==> config.mk <==
export PLATFORM = sky130hd
export DESIGN_NAME = conv_seq
export DESIGN_NICKNAME = d
export VERILOG_FILES = /design/src/rtl/conv_seq_pkg.sv /design/src/rtl/conv_cmd_dec.sv /design/src/rtl/conv_slot_timer.sv /design/src/rtl/conv_seq.sv
export SDC_FILE = /design/constraint.sdc
export NUM_CORES = 1
export LEC_CHECK = 0
export CORE_ASPECT_RATIO = 1.1
export CORE_MARGIN = 5
export CORE_UTILIZATION = 37
export CTS_CLUSTER_DIAMETER = 40
export DETAILED_ROUTE_END_ITERATION = 8
export GPL_TIMING_DRIVEN = 0
export PLACE_DENSITY = 0.94
export SYNTH_ARGS = -nofsm -noshare
export SYNTH_HDL_FRONTEND = slang
export SYNTH_HIERARCHICAL = 1
export SYNTH_SLANG_ARGS = --single-unit
==> constraint.sdc <==
create_clock -name clk -period 2.4 [get_ports clk]
set_input_delay 0.24 -clock clk [delete_from_list [all_inputs] [get_ports clk]]
set_output_delay 0.24 -clock clk [all_outputs]
set_load 0.05 [all_outputs]
==> src/rtl/conv_seq_pkg.sv <==
package conv_seq_pkg;
  localparam logic [4:0] FN_CLR_MODULE = 5'd9;
  localparam logic [4:0] FN_CLR_HIT    = 5'd11;
  localparam logic [4:0] FN_TRIGGER    = 5'd25;
  localparam logic [3:0] SA_HIT        = 4'd3;

  typedef enum logic [1:0] {
    AMP_NONE = 2'b00,
    AMP_NOM  = 2'b01,
    AMP_DBL  = 2'b10
  } amp_e;

  typedef struct packed {
    logic clear;
    logic trig_test;
    logic trig_nom;
    logic trig_dbl;
  } cmd_dec_t;
endpackage

==> src/rtl/conv_cmd_dec.sv <==
module conv_cmd_dec
  import conv_seq_pkg::*;
(
  input  logic       cmd_valid_i,
  input  logic [4:0] cmd_fn_i,
  input  logic [3:0] cmd_addr_i,
  input  logic       cmd_init_i,
  output cmd_dec_t   dec_o
);
  logic is_trig;

  always_comb begin
    is_trig         = cmd_valid_i && (cmd_fn_i == FN_TRIGGER);
    dec_o.clear     = cmd_init_i ||
                      (cmd_valid_i && (cmd_fn_i == FN_CLR_MODULE)) ||
                      (cmd_valid_i && (cmd_fn_i == FN_CLR_HIT) && (cmd_addr_i == SA_HIT));
    dec_o.trig_test = is_trig && (cmd_addr_i == 4'd0);
    dec_o.trig_nom  = is_trig && (cmd_addr_i == 4'd1);
    dec_o.trig_dbl  = is_trig && (cmd_addr_i == 4'd2);
  end
endmodule

==> src/rtl/conv_slot_timer.sv <==
module conv_slot_timer #(
  parameter int NCH  = 16,
  parameter int SLOT = 45,
  localparam int CW  = (NCH > 1) ? $clog2(NCH) : 1,
  localparam int TW  = (SLOT > 1) ? $clog2(SLOT) : 1
) (
  input  logic          clk,
  input  logic          rst_n,
  input  logic          start_i,
  input  logic          abort_i,
  input  logic          run_i,
  input  logic          ready_i,
  output logic          slot_end_o,
  output logic [CW-1:0] chan_o,
  output logic          last_o
);
  localparam logic [TW-1:0] TICK_LAST = TW'(SLOT - 1);
  localparam logic [CW-1:0] CHAN_LAST = CW'(NCH - 1);

  logic [TW-1:0] tick_q;
  logic [CW-1:0] chan_q;

  assign slot_end_o = run_i && (tick_q == TICK_LAST);
  assign chan_o     = chan_q;
  assign last_o     = slot_end_o && ready_i && (chan_q == CHAN_LAST);

  always_ff @(posedge clk or negedge rst_n) begin
    if (!rst_n) begin
      tick_q <= '0;
      chan_q <= '0;
    end else if (start_i || abort_i) begin
      tick_q <= '0;
      chan_q <= '0;
    end else if (run_i) begin
      if (tick_q == TICK_LAST) begin
        if (ready_i) begin
          tick_q <= '0;
          chan_q <= chan_q + 1'b1;
        end
      end else begin
        tick_q <= tick_q + 1'b1;
      end
    end
  end
endmodule

==> src/rtl/conv_seq.sv <==
module conv_seq
  import conv_seq_pkg::*;
#(
  parameter int NCH        = 16,
  parameter int DW         = 12,
  parameter int CYCLE_CLKS = 720,
  localparam int CW        = (NCH > 1) ? $clog2(NCH) : 1
) (
  input  logic              clk,
  input  logic              rst_n,
  input  logic              event_i,
  input  logic              cmd_valid_i,
  input  logic [4:0]        cmd_fn_i,
  input  logic [3:0]        cmd_addr_i,
  input  logic              cmd_init_i,
  input  logic [NCH*DW-1:0] adc_data_i,
  input  logic [DW-1:0]     test_pat_i,
  output logic              wr_valid_o,
  input  logic              wr_ready_i,
  output logic [CW-1:0]     wr_chan_o,
  output logic [DW-1:0]     wr_data_o,
  output logic              busy_o,
  output logic              hit_o,
  output logic [1:0]        amp_sel_o
);
  localparam int SLOT = CYCLE_CLKS / NCH;

  cmd_dec_t      dec;
  logic          accept;
  logic          slot_end;
  logic          last;
  logic [CW-1:0] chan;
  logic          hit_q, busy_q, test_q;
  logic [DW-1:0] pat_q;
  amp_e          amp_q;
  logic [DW-1:0] adc_arr [NCH];

  generate
    for (genvar g = 0; g < NCH; g++) begin : g_unpack
      assign adc_arr[g] = adc_data_i[g*DW +: DW];
    end
  endgenerate

  conv_cmd_dec u_dec (
    .cmd_valid_i (cmd_valid_i),
    .cmd_fn_i    (cmd_fn_i),
    .cmd_addr_i  (cmd_addr_i),
    .cmd_init_i  (cmd_init_i),
    .dec_o       (dec)
  );

  assign accept = !hit_q && !dec.clear &&
                  (event_i || dec.trig_test || dec.trig_nom || dec.trig_dbl);

  conv_slot_timer #(.NCH(NCH), .SLOT(SLOT)) u_timer (
    .clk        (clk),
    .rst_n      (rst_n),
    .start_i    (accept),
    .abort_i    (dec.clear),
    .run_i      (busy_q),
    .ready_i    (wr_ready_i),
    .slot_end_o (slot_end),
    .chan_o     (chan),
    .last_o     (last)
  );

  always_ff @(posedge clk or negedge rst_n) begin
    if (!rst_n) begin
      hit_q  <= 1'b0;
      busy_q <= 1'b0;
      test_q <= 1'b0;
      pat_q  <= '0;
      amp_q  <= AMP_NONE;
    end else begin
      amp_q <= AMP_NONE;
      if (dec.clear) begin
        hit_q  <= 1'b0;
        busy_q <= 1'b0;
      end else if (accept) begin
        hit_q  <= 1'b1;
        busy_q <= 1'b1;
        test_q <= dec.trig_test;
        pat_q  <= test_pat_i;
        if (dec.trig_nom)      amp_q <= AMP_NOM;
        else if (dec.trig_dbl) amp_q <= AMP_DBL;
      end else if (last) begin
        busy_q <= 1'b0;
      end
    end
  end

  assign wr_valid_o = slot_end;
  assign wr_chan_o  = chan;
  assign wr_data_o  = test_q ? pat_q : adc_arr[chan];
  assign busy_o     = busy_q;
  assign hit_o      = hit_q;
  assign amp_sel_o  = amp_q;
endmodule

### Word-level counts from Yosys, hierarchy flattened

Index checks and enable logic that the tools add are counted.

| operators by class | value |
|---|---|
| add/sub/neg operators | 2 |
| magnitude comparators | 1 |
| equality and inequality tests | 9 |
| muxes and demuxes | 21 |
| bitwise logic cells | 2 |
| reduce and logical (&&, ||, !) cells | 29 |

Operator list:

| cell | number |
|---|---|
| 12-bit binary-select mux with 4-bit select | 1 |
| 12-bit two-way mux | 3 |
| 6-bit two-way mux | 4 |
| 4-bit two-way mux | 4 |
| 1-bit logical AND | 12 |
| 5-bit by 4-bit equality test with 1-bit output (second input constant) | 2 |
| 4-bit by 2-bit equality test with 1-bit output (second input constant) | 2 |
| 2-bit two-way mux | 4 |
| 2-bit nonzero test | 4 |
| 6-bit by 1-bit adder with 6-bit output (second input constant) | 1 |
| 6-bit equality test (second input constant) | 1 |
| 1-bit logical OR | 6 |
| 5-bit equality test (second input constant) | 1 |
| 5-bit >= comparator (second input constant) | 1 |
| 1-bit two-way mux | 5 |
| 4-bit NOT with 5-bit output | 1 |
| 4-bit by 1-bit adder with 4-bit output (second input constant) | 1 |
| 4-bit by 1-bit equality test with 1-bit output (second input constant) | 1 |
| 4-bit equality test (second input constant) | 1 |
| 4-bit zero test | 1 |
| 2-bit AND reduction | 2 |
| 3-bit inequality test (second input constant) | 1 |
| 3-bit AND reduction | 1 |
| 3-bit nonzero test | 1 |
| other kinds (2) | 3 |

| word-level totals | value |
|---|---|
| bits in registers | 27 |
| input bits | 219 |
| output and inout port bits | 21 |
| logic and storage cells | 71 |

### Logic depth before layout (Yosys ltp)

Gate-level depths: netlist of run 1.

| depth | value |
|---|---|
| depth in word-level cells | 10 |
| gate-level depth with buffers | 10 |

### By module

Netlist of run 1, hierarchy kept.

Modules (own cells, without submodules):

| module | instances | cells an instance | area an instance (um^2) | seq. area each (um^2) |
|---|---|---|---|---|
| conv_seq | 1 | 159 | 2,432.3 | 425.4 |
| conv_slot_timer | 1 | 65 | 610.6 | 250.2 |
| conv_cmd_dec | 1 | 10 | 78.8 | 0.0 |

### Worst setup path after synthesis of run 1

Ideal clock, no wire load.

| path | value |
|---|---|
| path kind | register to output |
| from | register u_timer.chan_q[1], in the netlist u_timer/chan_o[1] |
| to | output wr_data_o[1] |
| arrival | 2.159 ns |
| required time | 2.160 ns |
| slack | 0.001 ns |
| cell stages (with the launch flop) | 6 |
| cells stage by stage | dfrtp_1 > buf_6 > buf_12 > mux4_2 > o22ai_2 > a221oi_2 |

| on the way | value |
|---|---|
| word-level cells in the longest chain between the ends | 5 |

RTL lines:

| element | line | source |
|---|---|---|
| from (decl) | conv_slot_timer.sv:21 | `logic [CW-1:0] chan_q;` |
| from (signal assigned) | conv_slot_timer.sv:38 | `chan_q <= chan_q + 1'b1;` |
| 4-bit NOT with 5-bit output (implied by the code) | conv_seq.sv:94 | `assign wr_data_o = test_q ? pat_q : adc_arr[chan];` |
| 12-bit binary-select mux with 4-bit select | conv_seq.sv:94 |  |
| 12-bit two-way mux (implied by the code) (2 in a row) | conv_seq.sv:94 |  |
| 12-bit two-way mux | conv_seq.sv:94 |  |
| to (decl) | conv_seq.sv:21 | `output logic [DW-1:0] wr_data_o,` |

Every way passes these cells. The select of a mux whose other input is x is not followed.

### Worst setup path after layout of run 1

| path | value |
|---|---|
| from | register u_timer.chan_q[2], in the netlist u_timer/chan_o[2] |
| to | output wr_data_o[7] |

The elaborated chain is that of the path after synthesis.

==> impl_summary.txt, run 1 <==
----------------------------------------------------
[Run status]
  Result of the run ... finished clean

[Floorplanning]
  Core Footprint ... 0.00832 mm²
  Initial Util ... 37.5%
  Width of the die ... 97.6 µm
  Site Rows ... 35
  Die Outline Area ... 0.0104 mm²
  IO Count ... 240
  Chip Height ... 106 µm

[STA]
  Unrepaired setup endpoints after global routing ... true
  Count of final hold-check violations ... 0
  Worst slew margin ... 19.4%
  Worst-Margin Slew ... 1.21 ns
  Slew Viols, Final ... 0
  Setup-failing EPs final ... 0
  Minimum setup slack in the final design ... 0.0552 ns
  Maximum clock frequency ... 426 MHz
  Hold slack ... 0.498 ns
  Final min period ... 2.34 ns
  Post-route clock period utilization ... 97.7%
  Post-Route Skew ... 0.00392 ns

[Yosys]
  Number of flops mapped to enable cells by yosys ... 0
  Area of the mapped netlist ... 0.00312 mm²
  #FFs+latches synth ... 27
  Share of flip-flops with an asynchronous set or reset ... 100%
  Number of synthesis warnings ... 6
  Avg Cell Area, Syn ... 13.3 µm²
  Share of the yosys chip area belonging to registers ... 21.6%
  Top-count cell post-synth ... sky130_fd_sc_hd__mux4_2
  Prevailing post-synth register cell ... sky130_fd_sc_hd__dfrtp_1
  Post-Syn Nets ... 456
  Leading cell types by total area after synthesis ... sky130_fd_sc_hd__mux4_2, sky130_fd_sc_hd__dfrtp_1, sky130_fd_sc_hd__mux4_1
  Share of the synthesized area in the top cell type ... 28.1%
  Cell variety after synth ... 48
  Cell count after synthesis ... 234
  Leading cell types by count after synthesis ... sky130_fd_sc_hd__mux4_2, sky130_fd_sc_hd__dfrtp_1, sky130_fd_sc_hd__nor2_1
  Library cell with the largest summed area after synthesis ... sky130_fd_sc_hd__mux4_2

[Placed design]
  Setup Slack @ Placement ... -0.539 ns
  Instance area after placement ... 0.00565 mm²
  Placed Cells ... 584
  Final weighted congestion of routability-driven global placement ... 0.898
  Port Buf Inserts ... 239
  Post-DP HPWL ... 12,000 µm

[Clocking]
  H-tree level count ... 1
  CTS Hold Bufs ... 0
  Clock latency on the worst-skew pair ... 0.27 ns
  Number of clock sinks seen by CTS ... 27
  Clock buffers created by TritonCTS ... 3
  Clock transition at the register clock pins on the worst setup and hold paths after CTS ... 0.09 ns
  Root buffer selected by CTS ... sky130_fd_sc_hd__clkbuf_8
  Clock tree from TritonCTS ... done
  Maximum buffer depth of the clock tree ... 2

[Power]
  Cell Int Power ... 1.07 mW
  Share of power burned in registers ... 37.1%
  Total power per unit cell area ... 254 mW/mm²
  Clk pwr share ... 17.8%
  Peak supply drop ... 281 µV
  Portion of total power attributed to combinational logic ... 45.1%
  Sw Share ... 26.1%
  Leakage dissipation ... 2.08 nW
  Switching component of the power ... 379 µW

[Routing]
  DRC violation total after the first TritonRoute iteration ... 98
  Final wirelength ... 13,900 µm
  Total via count after detailed routing ... 3,277
  Number of iterations in the first detailed-routing pass ... 4
  Number of nets still failing antenna checks after routing ... 0
  DR WL/cell ... 23.5 µm
  Post-detailed-route via-to-cell ratio ... 5.54
  DRC errors left ... 0

[Critical path]
  Data required time at the worst endpoint ... 2.16 ns
  Reg-to-reg slack, setup ... 0.63 ns
  Maximum fanout along the worst path ... 10
  Data arrival time of the worst path ... 2.10 ns
  Crit. End Element ... output pin
  Cell count of the worst reg-to-reg path ... 8
  Worst setup path startpoint ... u_timer/chan_o[2]$_DFFE_PN0P_
  Type of the setup path with the least slack ... reg2out
  Launch instance of the worst register-to-register path ... u_timer/tick_q[0]$_DFFE_PN0P_
  Critical Path Start Type ... flip-flop
  End of the worst register-to-register path ... busy_o$_DFFE_PN0P_

[Global route]
  Maximum number of pins on one net before global-route repair ... 28
  Number of antenna violations at the first check in global routing ... 0
  GRT Util Overall ... 26.6%
  Vias in the first global route ... 3,593
  Wire length of the first global-routing pass ... 21,600 µm
  Overflow left after global routing ... 0

[Cells and area]
  Fraction of final layout cells with drive strength greater than 1 ... 26.2%
  Total non-filler cell area in the finished layout ... 0.00572 mm²
  Non-filler instance count after layout ... 592
  Final Net Count ... 704
  Layout area overhead ... 83.3%
  Diode count ... 0

[Worst hold path]
  Worst Hold Path Cells ... 1
  Worst Hold Class ... reg2reg
  Sink of the worst hold path ... amp_sel_o[1]$_DFF_PN0_
  Startpoint of the tightest hold check path ... hit_o$_DFFE_PN0P_

[Run]
  Max-cap check violation count ... 0

----------------------------------------------------
[worst max-delay path, cell delays in order (launching register included)]
cell	delay (ns)
sky130_fd_sc_hd__dfrtp_2	0.43
sky130_fd_sc_hd__buf_8	0.17
sky130_fd_sc_hd__mux4_1	0.57
sky130_fd_sc_hd__mux2i_2	0.26
sky130_fd_sc_hd__a221oi_2	0.13
sky130_fd_sc_hd__buf_2	0.26
[area by class of cell]
cell class / instances / area [µm²]
timing repair buffer: 244 / 2370
tap: 111 / 139
fill: 648 / 2600
inverter: 8 / 30.0
multi-input combinational: 180 / 2290
sequential: 27 / 677
clock buffer: 4 / 45.0
buffer: 18 / 170
[worst max path at each step]
stage,end,depth (start not counted)
3_5_place_dp,u_timer/tick_q[5]$_DFFE_PN0P_,10
2_1_floorplan,wr_data_o[1],5
5_1_grt,wr_data_o[7],5
3_3_place_gp,u_timer/tick_q[1]$_DFFE_PN0P_,10
6_report,wr_data_o[7],5
4_1_cts,wr_data_o[7],5
[through the flow]
step,util (%),setup TNS [ns],power (mW)
2_1_floorplan,-,0,0.760
3_3_place_gp,67.9,-9.36,1.18
3_5_place_dp,67.9,-10.56,1.20
4_1_cts,68.4,-0.440,1.46
5_1_grt,68.8,-0.0173,1.52
6_report,68.8,0,1.45
[sequential cells by signal, indices dropped and copies added, names as in the netlist]
| name | flops |
|---|---|
| amp_sel_o | 2 |
| busy_o | 1 |
| hit_o | 1 |
| pat_q | 12 |
| test_q | 1 |
| u_timer/chan_o | 4 |
| u_timer/tick_q | 6 |
[repair_timing]
| action | 4_1_cts | 5_1_grt |
|---|---|---|
| buffers inserted | 1 | 4 |
| endpoints found under the setup margin | 23 | 20 |
| cloned | 0 | 0 |
| resized for setup | 63 | 18 |
| pin swaps | 0 | 1 |
[power groups by stage]
| stage | Sequential (mW) | Combinational, mW | Clock, mW |
|---|---|---|---|
| 4_1_cts | 0.537 | 0.655 | 0.266 |
| 3_3_place_gp | 0.543 | 0.639 | 0 |
| 5_1_grt | 0.543 | 0.693 | 0.284 |
| 2_1_floorplan | 0.540 | 0.220 | 0 |
| 3_5_place_dp | 0.547 | 0.656 | 0 |
| 6_report | 0.539 | 0.655 | 0.259 |
[cell usage in the layout, fill, tap and decap left out, types with 4 or more instances in the layout]
master | netlist | routed
sky130_fd_sc_hd__mux2i_2 | 0 | 4
sky130_fd_sc_hd__a221oi_2 | 12 | 12
sky130_fd_sc_hd__buf_4 | 2 | 10
sky130_fd_sc_hd__nand2_1 | 11 | 11
sky130_fd_sc_hd__mux4_1 | 9 | 9
sky130_fd_sc_hd__inv_1 | 8 | 8
sky130_fd_sc_hd__mux2_4 | 8 | 8
sky130_fd_sc_hd__clkdlybuf4s50_1 | 0 | 226
sky130_fd_sc_hd__nor2_1 | 22 | 22
sky130_fd_sc_hd__o22ai_1 | 6 | 4
sky130_fd_sc_hd__buf_6 | 7 | 6
sky130_fd_sc_hd__buf_2 | 4 | 13
sky130_fd_sc_hd__mux2_2 | 5 | 5
sky130_fd_sc_hd__dfrtp_1 | 27 | 26
sky130_fd_sc_hd__o22ai_2 | 6 | 8
sky130_fd_sc_hd__a21oi_1 | 7 | 7
sky130_fd_sc_hd__mux2i_1 | 13 | 9
sky130_fd_sc_hd__mux4_2 | 39 | 39
[kinds of logic after synthesis]
family,count (synthesis),synth area share (%)
buffers and inverters,27,6.21
xor gates and xnor gates,3,0.842
AOI/OAI and AO/OA,42,14.3
DFF,27,21.6
muxes,74,45.5
adders and majority gates,3,1.20
and+or+nand+nor,58,10.3
[per-layer routing]
| metal | global-route usage, % | vias up | wire length (µm) |
|---|---|---|---|
| met5 | 0 | - | 0 |
| met1 | 32.1 | 1586 | 5220 |
| met2 | 46.4 | 186 | 7090 |
| li1 | - | 1475 | - |
| met4 | 6.63 | 0 | 347 |
| met3 | 8.01 | 30 | 1280 |
No activity file was read; power rests on OpenSTA's default activity.
==> run 2: changes to the inputs <==
CELL_PAD_IN_SITES_DETAIL_PLACEMENT = 1   (was not set)
CELL_PAD_IN_SITES_GLOBAL_PLACEMENT = 1   (was not set)
CORE_UTILIZATION = 27   (was 37)
GPL_TIMING_DRIVEN = not set   (was 0)
==> run 2 against run 1 <==
Against the previous run:
- combinational power grew 3.8%
- hold slack got worse by 0.14 ns
- clock power rose by 46%
- die area up 33%
- setup slack improved by 0.041 ns
- cell area up 2.3%
- count of clock-buffer cells in the layout decreased by 1
- fmax grew 1.8%
- register-to-register slack about the same
- non-clock buffer count down 4
- largest cell class unchanged
- highest routed layer unchanged
==> impl_summary.txt, run 2 (synthesis gave the netlist of run 1 again) <==
----------------------------------------------------
[Clocking]
  Number of clock sinks seen by CTS ... 27
  Root buffer selected by CTS ... sky130_fd_sc_hd__clkbuf_16
  Clock buffers created by TritonCTS ... 3
  H-tree level count ... 1
  Clock transition at the register clock pins on the worst setup and hold paths after CTS ... 0.07 ns
  Clock tree from TritonCTS ... done
  Clock latency on the worst-skew pair ... 0.26 ns
  Maximum buffer depth of the clock tree ... 2

[Cells and area]
  Final Net Count ... 700
  Register with the highest flop count ... pat_q
  Most frequent cells in the layout ... sky130_fd_sc_hd__clkdlybuf4s50_1, sky130_fd_sc_hd__mux4_2, sky130_fd_sc_hd__dfrtp_1
  Fraction of final layout cells with drive strength greater than 1 ... 26.4%
  Seq. cell area ... 678 µm²
  Count of fill cells added during filler insertion ... 1,199
  Multi-input combinational cell area ... 0.00228 mm²
  Layout area overhead ... 87.6%
  Most common cell after layout, fill and taps aside ... sky130_fd_sc_hd__clkdlybuf4s50_1
  Number of flip-flops in the largest register ... 12
  Diode count ... 0

[Critical path]
  Crit-path slowest cell ... sky130_fd_sc_hd__dfrtp_2
  Crit. End Element ... output pin
  Maximum fanout along the worst path ... 23
  Data arrival time of the worst path ... 2.06 ns
  Critical Path Start Type ... flip-flop
  Library cell appearing most often on the critical path ... sky130_fd_sc_hd__buf_4
  Top delay family on crit path ... buffers and inverters
  Type of the setup path with the least slack ... reg2out
  Total buffers and inverters traversed by the critical path ... 3
  Ordered list of cells on the worst path ... buf_12, buf_4, mux4_1, o22ai_1, a221oi_2, buf_4
  Data required time at the worst endpoint ... 2.16 ns
  CP max stage delay ... 0.45 ns

[Global route]
  Wire length of the first global-routing pass ... 23,800 µm
  Number of antenna violations at the first check in global routing ... 0
  Vias in the first global route ... 3,875
  Overflow left after global routing ... 0
  Maximum number of pins on one net before global-route repair ... 28
  GRT Util Overall ... 22.6%

[Worst hold path]
  Worst Hold Class ... in2async

[Routing]
  Routed length on met1 ... 5760 µm
  DR WL/cell ... 25.3 µm
  Total via count after detailed routing ... 3,346
  Post-detailed-route via-to-cell ratio ... 5.34
  DRC errors left ... 0
  DRC violation total after the first TritonRoute iteration ... 243
  Wire length on met3 ... 1390 µm
  Final wirelength ... 15,900 µm
  Number of nets still failing antenna checks after routing ... 0
  Routed wl met2 ... 8360 µm
  Highest routed metal layer ... met4
  Number of iterations in the first detailed-routing pass ... 4

[STA]
  Setup-failing EPs final ... 0
  Post-route clock period utilization ... 96.0%
  Final min period ... 2.30 ns
  Maximum clock frequency ... 434 MHz
  Post-Route Skew ... 0.00231 ns
  Count of final hold-check violations ... 0
  Worst slew margin ... 64.4%
  Slew Viols, Final ... 0
  Unrepaired setup endpoints after global routing ... false
  Worst-Margin Slew ... 0.533 ns
  Hold slack ... 0.359 ns

[Floorplanning]
  Die Outline Area ... 0.0138 mm²
  Chip Height ... 123 µm
  Core Footprint ... 0.0114 mm²
  Site Rows ... 41
  Width of the die ... 113 µm
  IO Count ... 240
  Initial Util ... 27.4%

[Power]
  Total power per unit cell area ... 273 mW/mm²
  Leakage dissipation ... 2.10 nW
  Overall power after layout ... 1.60 mW
  Peak supply drop ... 247 µV

[Run status]
  Result of the run ... finished clean

[Placed design]
  Port Buf Inserts ... 239
  Post-DP HPWL ... 13,400 µm
  Final weighted congestion of routability-driven global placement ... 0.903

[Run]
  Max-cap check violation count ... 0

----------------------------------------------------
==> run 2: cell count changes in the layout (fill, tap and decap cells not counted), sizes merged <==
cell,before,now
buf,32,33
clkbuf,8,3
clkdlybuf4s50,226,225
clkinv,0,1
==> run 2: cell type report <==
cell class | count | share of cell area, %
Sequential cell | 27 | 11.6
Timing Repair Buffer | 258 | 44.5
Clock buffer | 3 | 1.28
Tap cell | 150 | 3.21
Multi-Input combinational cell | 180 | 38.9
Clock inverter | 1 | 0.0855
Inverter | 8 | 0.513
==> run 2: report_power, final <==
part | switching (mW) | leakage [nW] | internal (mW)
Sequential | 0.0387 | 0.344 | 0.500
Clock | 0.154 | 0.0409 | 0.225
Combinational | 0.216 | 1.72 | 0.464
Total | 0.408 | 2.10 | 1.19
==> run 2: per-layer routing <==
layer  GRT usage [%]  vias up
met4            5.56        0
met1            25.1     1677
met2            42.5      178
met3            6.61       22
met5               0        -
li1                -     1469
==> run 2: what timing repair did <==
action                                  CTS  global route
setup buffers                             1             1
endpoints found under the setup margin    8             5
hold buffers                              0             0
resized for setup                         3             4
==> run 2: stage by stage <==
stage / util (%) / setup slack (ns) / TNS (ns) / area, µm² / cells
after floorplan: - / 0.00109 / 0 / 3120 / 234
after global placement: 50.2 / 0.0353 / 0 / 5720 / 621
after detailed placement: 50.2 / -0.0591 / -0.542 / 5720 / 621
after CTS: 51.2 / 0.00275 / 0 / 5830 / 626
after global routing: 51.4 / 0.0190 / 0 / 5860 / 627
final: 51.4 / 0.0966 / 0 / 5860 / 627
==> run 2: path summary, 6_finish.rpt <==
check,start,end,slack [ns],cells past startpoint
max,u_timer/chan_o[2]$_DFFE_PN0P_,wr_data_o[6],0.1,6
min,rst_n,u_timer/tick_q[1]$_DFFE_PN0P_,0.36,2
max reg2reg,u_timer/tick_q[0]$_DFFE_PN0P_,u_timer/tick_q[3]$_DFFE_PN0P_,0.63,6
min reg2reg,hit_o$_DFFE_PN0P_,amp_sel_o[1]$_DFF_PN0_,0.52,1
max in group asynchronous,rst_n,u_timer/chan_o[2]$_DFFE_PN0P_,1.75,2
min in group clk,hit_o$_DFFE_PN0P_,amp_sel_o[1]$_DFF_PN0_,0.52,1
==> run 3: changes to the inputs <==
CORE_UTILIZATION = 26   (was 27)
PLACE_DENSITY = 0.95   (was 0.94)
SYNTH_HIERARCHICAL = not set   (was 1)
==> run 3 against run 2 <==
Against the previous run:
- the flow now finishes with violations (setup timing)
- hold slack better by 0.075 ns
- die area fell by 1.9%
- setup slack got worse by 0.11 ns
- sequential cell count unchanged
- total power grew 0.42%
- synthesized area is 5.7% lower
- cell area fell by 2.2%
- core utilization increased by 0.57 points
- highest routed layer is now met5
==> impl_summary.txt, run 3 <==
----------------------------------------------------
[Run status]
  Result of the run ... finished with violations
  Failing checks ... setup timing

[Yosys]
  Share of cell area taken by muxes after synthesis ... 47.9%
  Area of the mapped netlist ... 0.00294 mm²
  Share of flip-flops with an asynchronous set or reset ... 100%
  Cell variety after synth ... 40
  Share of the yosys chip area belonging to registers ... 23.0%
  Library cell with the largest summed area after synthesis ... sky130_fd_sc_hd__mux4_2
  Share of the synthesized area in the top cell type ... 36.7%
  Leading cell types by total area after synthesis ... sky130_fd_sc_hd__mux4_2, sky130_fd_sc_hd__dfrtp_1, sky130_fd_sc_hd__mux2i_1
  Cell count after synthesis ... 231
  Fraction of synthesized cell area in xor and xnor cells ... 1.79%
  Adder-cell share of the synthesized area ... 1.28%
  Number of flops mapped to enable cells by yosys ... 0
  Avg Cell Area, Syn ... 12.7 µm²
  Number of synthesis warnings ... 0
  Leading cell types by count after synthesis ... sky130_fd_sc_hd__mux4_2, sky130_fd_sc_hd__dfrtp_1, sky130_fd_sc_hd__mux2i_1
  Top-count cell post-synth ... sky130_fd_sc_hd__mux4_2
  #FFs+latches synth ... 27
  Simple-gate area share of the yosys netlist ... 8.46%
  Post-Syn Nets ... 453
  Prevailing post-synth register cell ... sky130_fd_sc_hd__dfrtp_1
  Compound-gate portion of the synthesized area ... 12.2%
  Largest family of logic cells by synthesized area ... multiplexers

[Routing]
  Post-detailed-route via-to-cell ratio ... 5.13
  DR WL/cell ... 24.0 µm
  Total via count after detailed routing ... 3,163
  DRC violation total after the first TritonRoute iteration ... 109
  DRC errors left ... 0
  Number of iterations in the first detailed-routing pass ... 4
  Number of nets still failing antenna checks after routing ... 0
  Final wirelength ... 14,800 µm

[Placed design]
  Post-DP HPWL ... 12,900 µm
  Instance area after placement ... 0.00550 mm²
  Final weighted congestion of routability-driven global placement ... 0.835
  Setup Slack @ Placement ... 0.117 ns
  Port Buf Inserts ... 239

[STA]
  Worst-Margin Slew ... 0.785 ns
  Post-route clock period utilization ... 100%
  Maximum clock frequency ... 415 MHz
  Count of final hold-check violations ... 0
  Unrepaired setup endpoints after global routing ... true
  Worst slew margin ... 47.5%
  Post-Route Skew ... 0.00171 ns
  Setup-failing EPs final ... 4
  Final min period ... 2.41 ns
  Setup TNS ... -0.0226 ns
  Minimum setup slack in the final design ... -0.0107 ns
  Slew Viols, Final ... 0

[Critical path]
  Cell count of the worst reg-to-reg path ... 8
  End of the worst register-to-register path ... busy_o$_DFFE_PN0P_
  CP max stage delay ... 0.50 ns
  Crit-path slowest cell ... sky130_fd_sc_hd__mux4_2
  Launch instance of the worst register-to-register path ... u_timer.chan_o[1]$_DFFE_PN0P_
  Ordered list of cells on the worst path ... buf_4, buf_16, mux4_2, mux2i_1, a211oi_1, a21o_1, buf_6
  Data arrival time of the worst path ... 2.17 ns
  Reg-to-reg slack, setup ... 0.59 ns
  Data required time at the worst endpoint ... 2.16 ns
  Type of the setup path with the least slack ... reg2out
  Critical Path Start Type ... flip-flop
  Maximum fanout along the worst path ... 11
  Crit. End Element ... output pin

[Cells and area]
  Final Net Count ... 691
  Layout area overhead ... 94.5%
  Total non-filler cell area in the finished layout ... 0.00572 mm²
  Fraction of final layout cells with drive strength greater than 1 ... 24.8%
  Register with the highest flop count ... pat_q
  Most common cell after layout, fill and taps aside ... sky130_fd_sc_hd__clkdlybuf4s50_1
  Number of flip-flops in the largest register ... 12
  Utilization after layout ... 52.0%
  Most frequent cells in the layout ... sky130_fd_sc_hd__clkdlybuf4s50_1, sky130_fd_sc_hd__mux4_2, sky130_fd_sc_hd__dfrtp_1, sky130_fd_sc_hd__buf_4, sky130_fd_sc_hd__mux2i_1

[Clocking]
  Clock tree from TritonCTS ... done
  Clock buffers created by TritonCTS ... 3
  CTS Hold Bufs ... 0
  Number of clock sinks seen by CTS ... 27
  Maximum buffer depth of the clock tree ... 2
  Root buffer selected by CTS ... sky130_fd_sc_hd__clkbuf_16
  Clock transition at the register clock pins on the worst setup and hold paths after CTS ... 0.07 ns
  Clock latency on the worst-skew pair ... 0.26 ns
  H-tree level count ... 1

[Power]
  Portion of total power attributed to combinational logic ... 42.7%
  Total power per unit cell area ... 280 mW/mm²
  Leakage dissipation ... 2.10 nW
  Sw Share ... 25.3%
  Switching component of the power ... 406 µW
  Peak supply drop ... 250 µV
  Cell Int Power ... 1.20 mW
  Share of power burned in registers ... 33.2%
  Overall power after layout ... 1.60 mW
  Clk pwr share ... 24.2%

[Global route]
  Overflow left after global routing ... 0
  Number of antenna violations at the first check in global routing ... 3
  Vias in the first global route ... 3,724
  Maximum number of pins on one net before global-route repair ... 46
  Wire length of the first global-routing pass ... 21,900 µm
  GRT Util Overall ... 20.9%

[Run]
  Max-cap check violation count ... 0

[Floorplanning]
  IO Count ... 240
  Initial Util ... 26.7%
  Chip Height ... 122 µm
  Die Outline Area ... 0.0135 mm²
  Width of the die ... 111 µm
  Core Footprint ... 0.0110 mm²
  Site Rows ... 40

[Worst hold path]
  Worst Hold Class ... in2async

----------------------------------------------------
-- run 3: cell types whose count changed in the layout (fill, tap and decap cells not counted), sizes merged, moves of 6 or more --
cell	before	now
nand2	11	5
a21o	1	12
nor2	22	5
a221oi	12	0
a211oi	1	12
-- run 3: power by group through the flow --
stage	clock network, mW	registers, mW	logic, mW
finish	0.387	0.532	0.684
global route	0.414	0.536	0.720
CTS	0.393	0.532	0.686
detailed placement	0	0.540	0.674
global placement	0	0.537	0.659
floorplan	0	0.537	0.216
-- run 3: layer usage --
layer	global-route usage [%]	vias up	part of all wire, %
li1	-	1431	-
met1	24.0	1549	37
met2	39.2	154	53
met3	5.12	23	7.6
met4	4.56	6	1.8
met5	0	-	0.20
-- run 3: kinds of logic after synthesis --
kind of cell / after synthesis
xor+xnor: 6
buf+inv: 32
simple gates: 38
compound gates: 49
mux: 76
fa+ha+maj: 3
flops: 27
-- run 3: stage by stage --
stage               cells  hold slack [ns]
finish                616            0.434
global route          615            0.492
CTS                   614            0.472
detailed placement    607            0.497
global placement      607            0.493
floorplan             231          -0.0556
-- run 3: what timing repair did --
item                                    4_1_cts  5_1_grt
buffers inserted                              2        1
endpoints found under the setup margin       12       12
resized for setup                            12        7
endpoints found under the hold margin         0        0
cloned                                        1        0
-- run 3: worst max-delay path: cells and delay by family (launching register included) --
family | cells | cell delay, ns
mux | 2 | 0.67
flops | 1 | 0.48
buf+inv | 3 | 0.44
compound gates | 2 | 0.30
-- run 3: worst max path at each step --
stage / to / slack (ns) / from
after floorplan: wr_data_o[2] / 0.04 / u_timer.chan_o[1]$_DFFE_PN0P_
after global placement: wr_data_o[7] / 0.14 / u_timer.chan_o[1]$_DFFE_PN0P_
after detailed placement: wr_data_o[7] / 0.12 / u_timer.chan_o[1]$_DFFE_PN0P_
after CTS: wr_data_o[10] / -0.06 / u_timer.chan_o[1]$_DFFE_PN0P_
after global routing: wr_data_o[1] / -0.12 / u_timer.chan_o[1]$_DFFE_PN0P_
final: wr_data_o[1] / -0.01 / u_timer.chan_o[1]$_DFFE_PN0P_
-- run 3: layout make-up --
class,instances,area (µm²)
Multi-Input combinational cell,172,2190
Sequential cell,27,681
Clock buffer,4,78.8
Tap cell,147,184
Timing Repair Buffer,256,2550
Fill cell,1156,5290
Antenna cell,1,2.50
Inverter,9,33.8
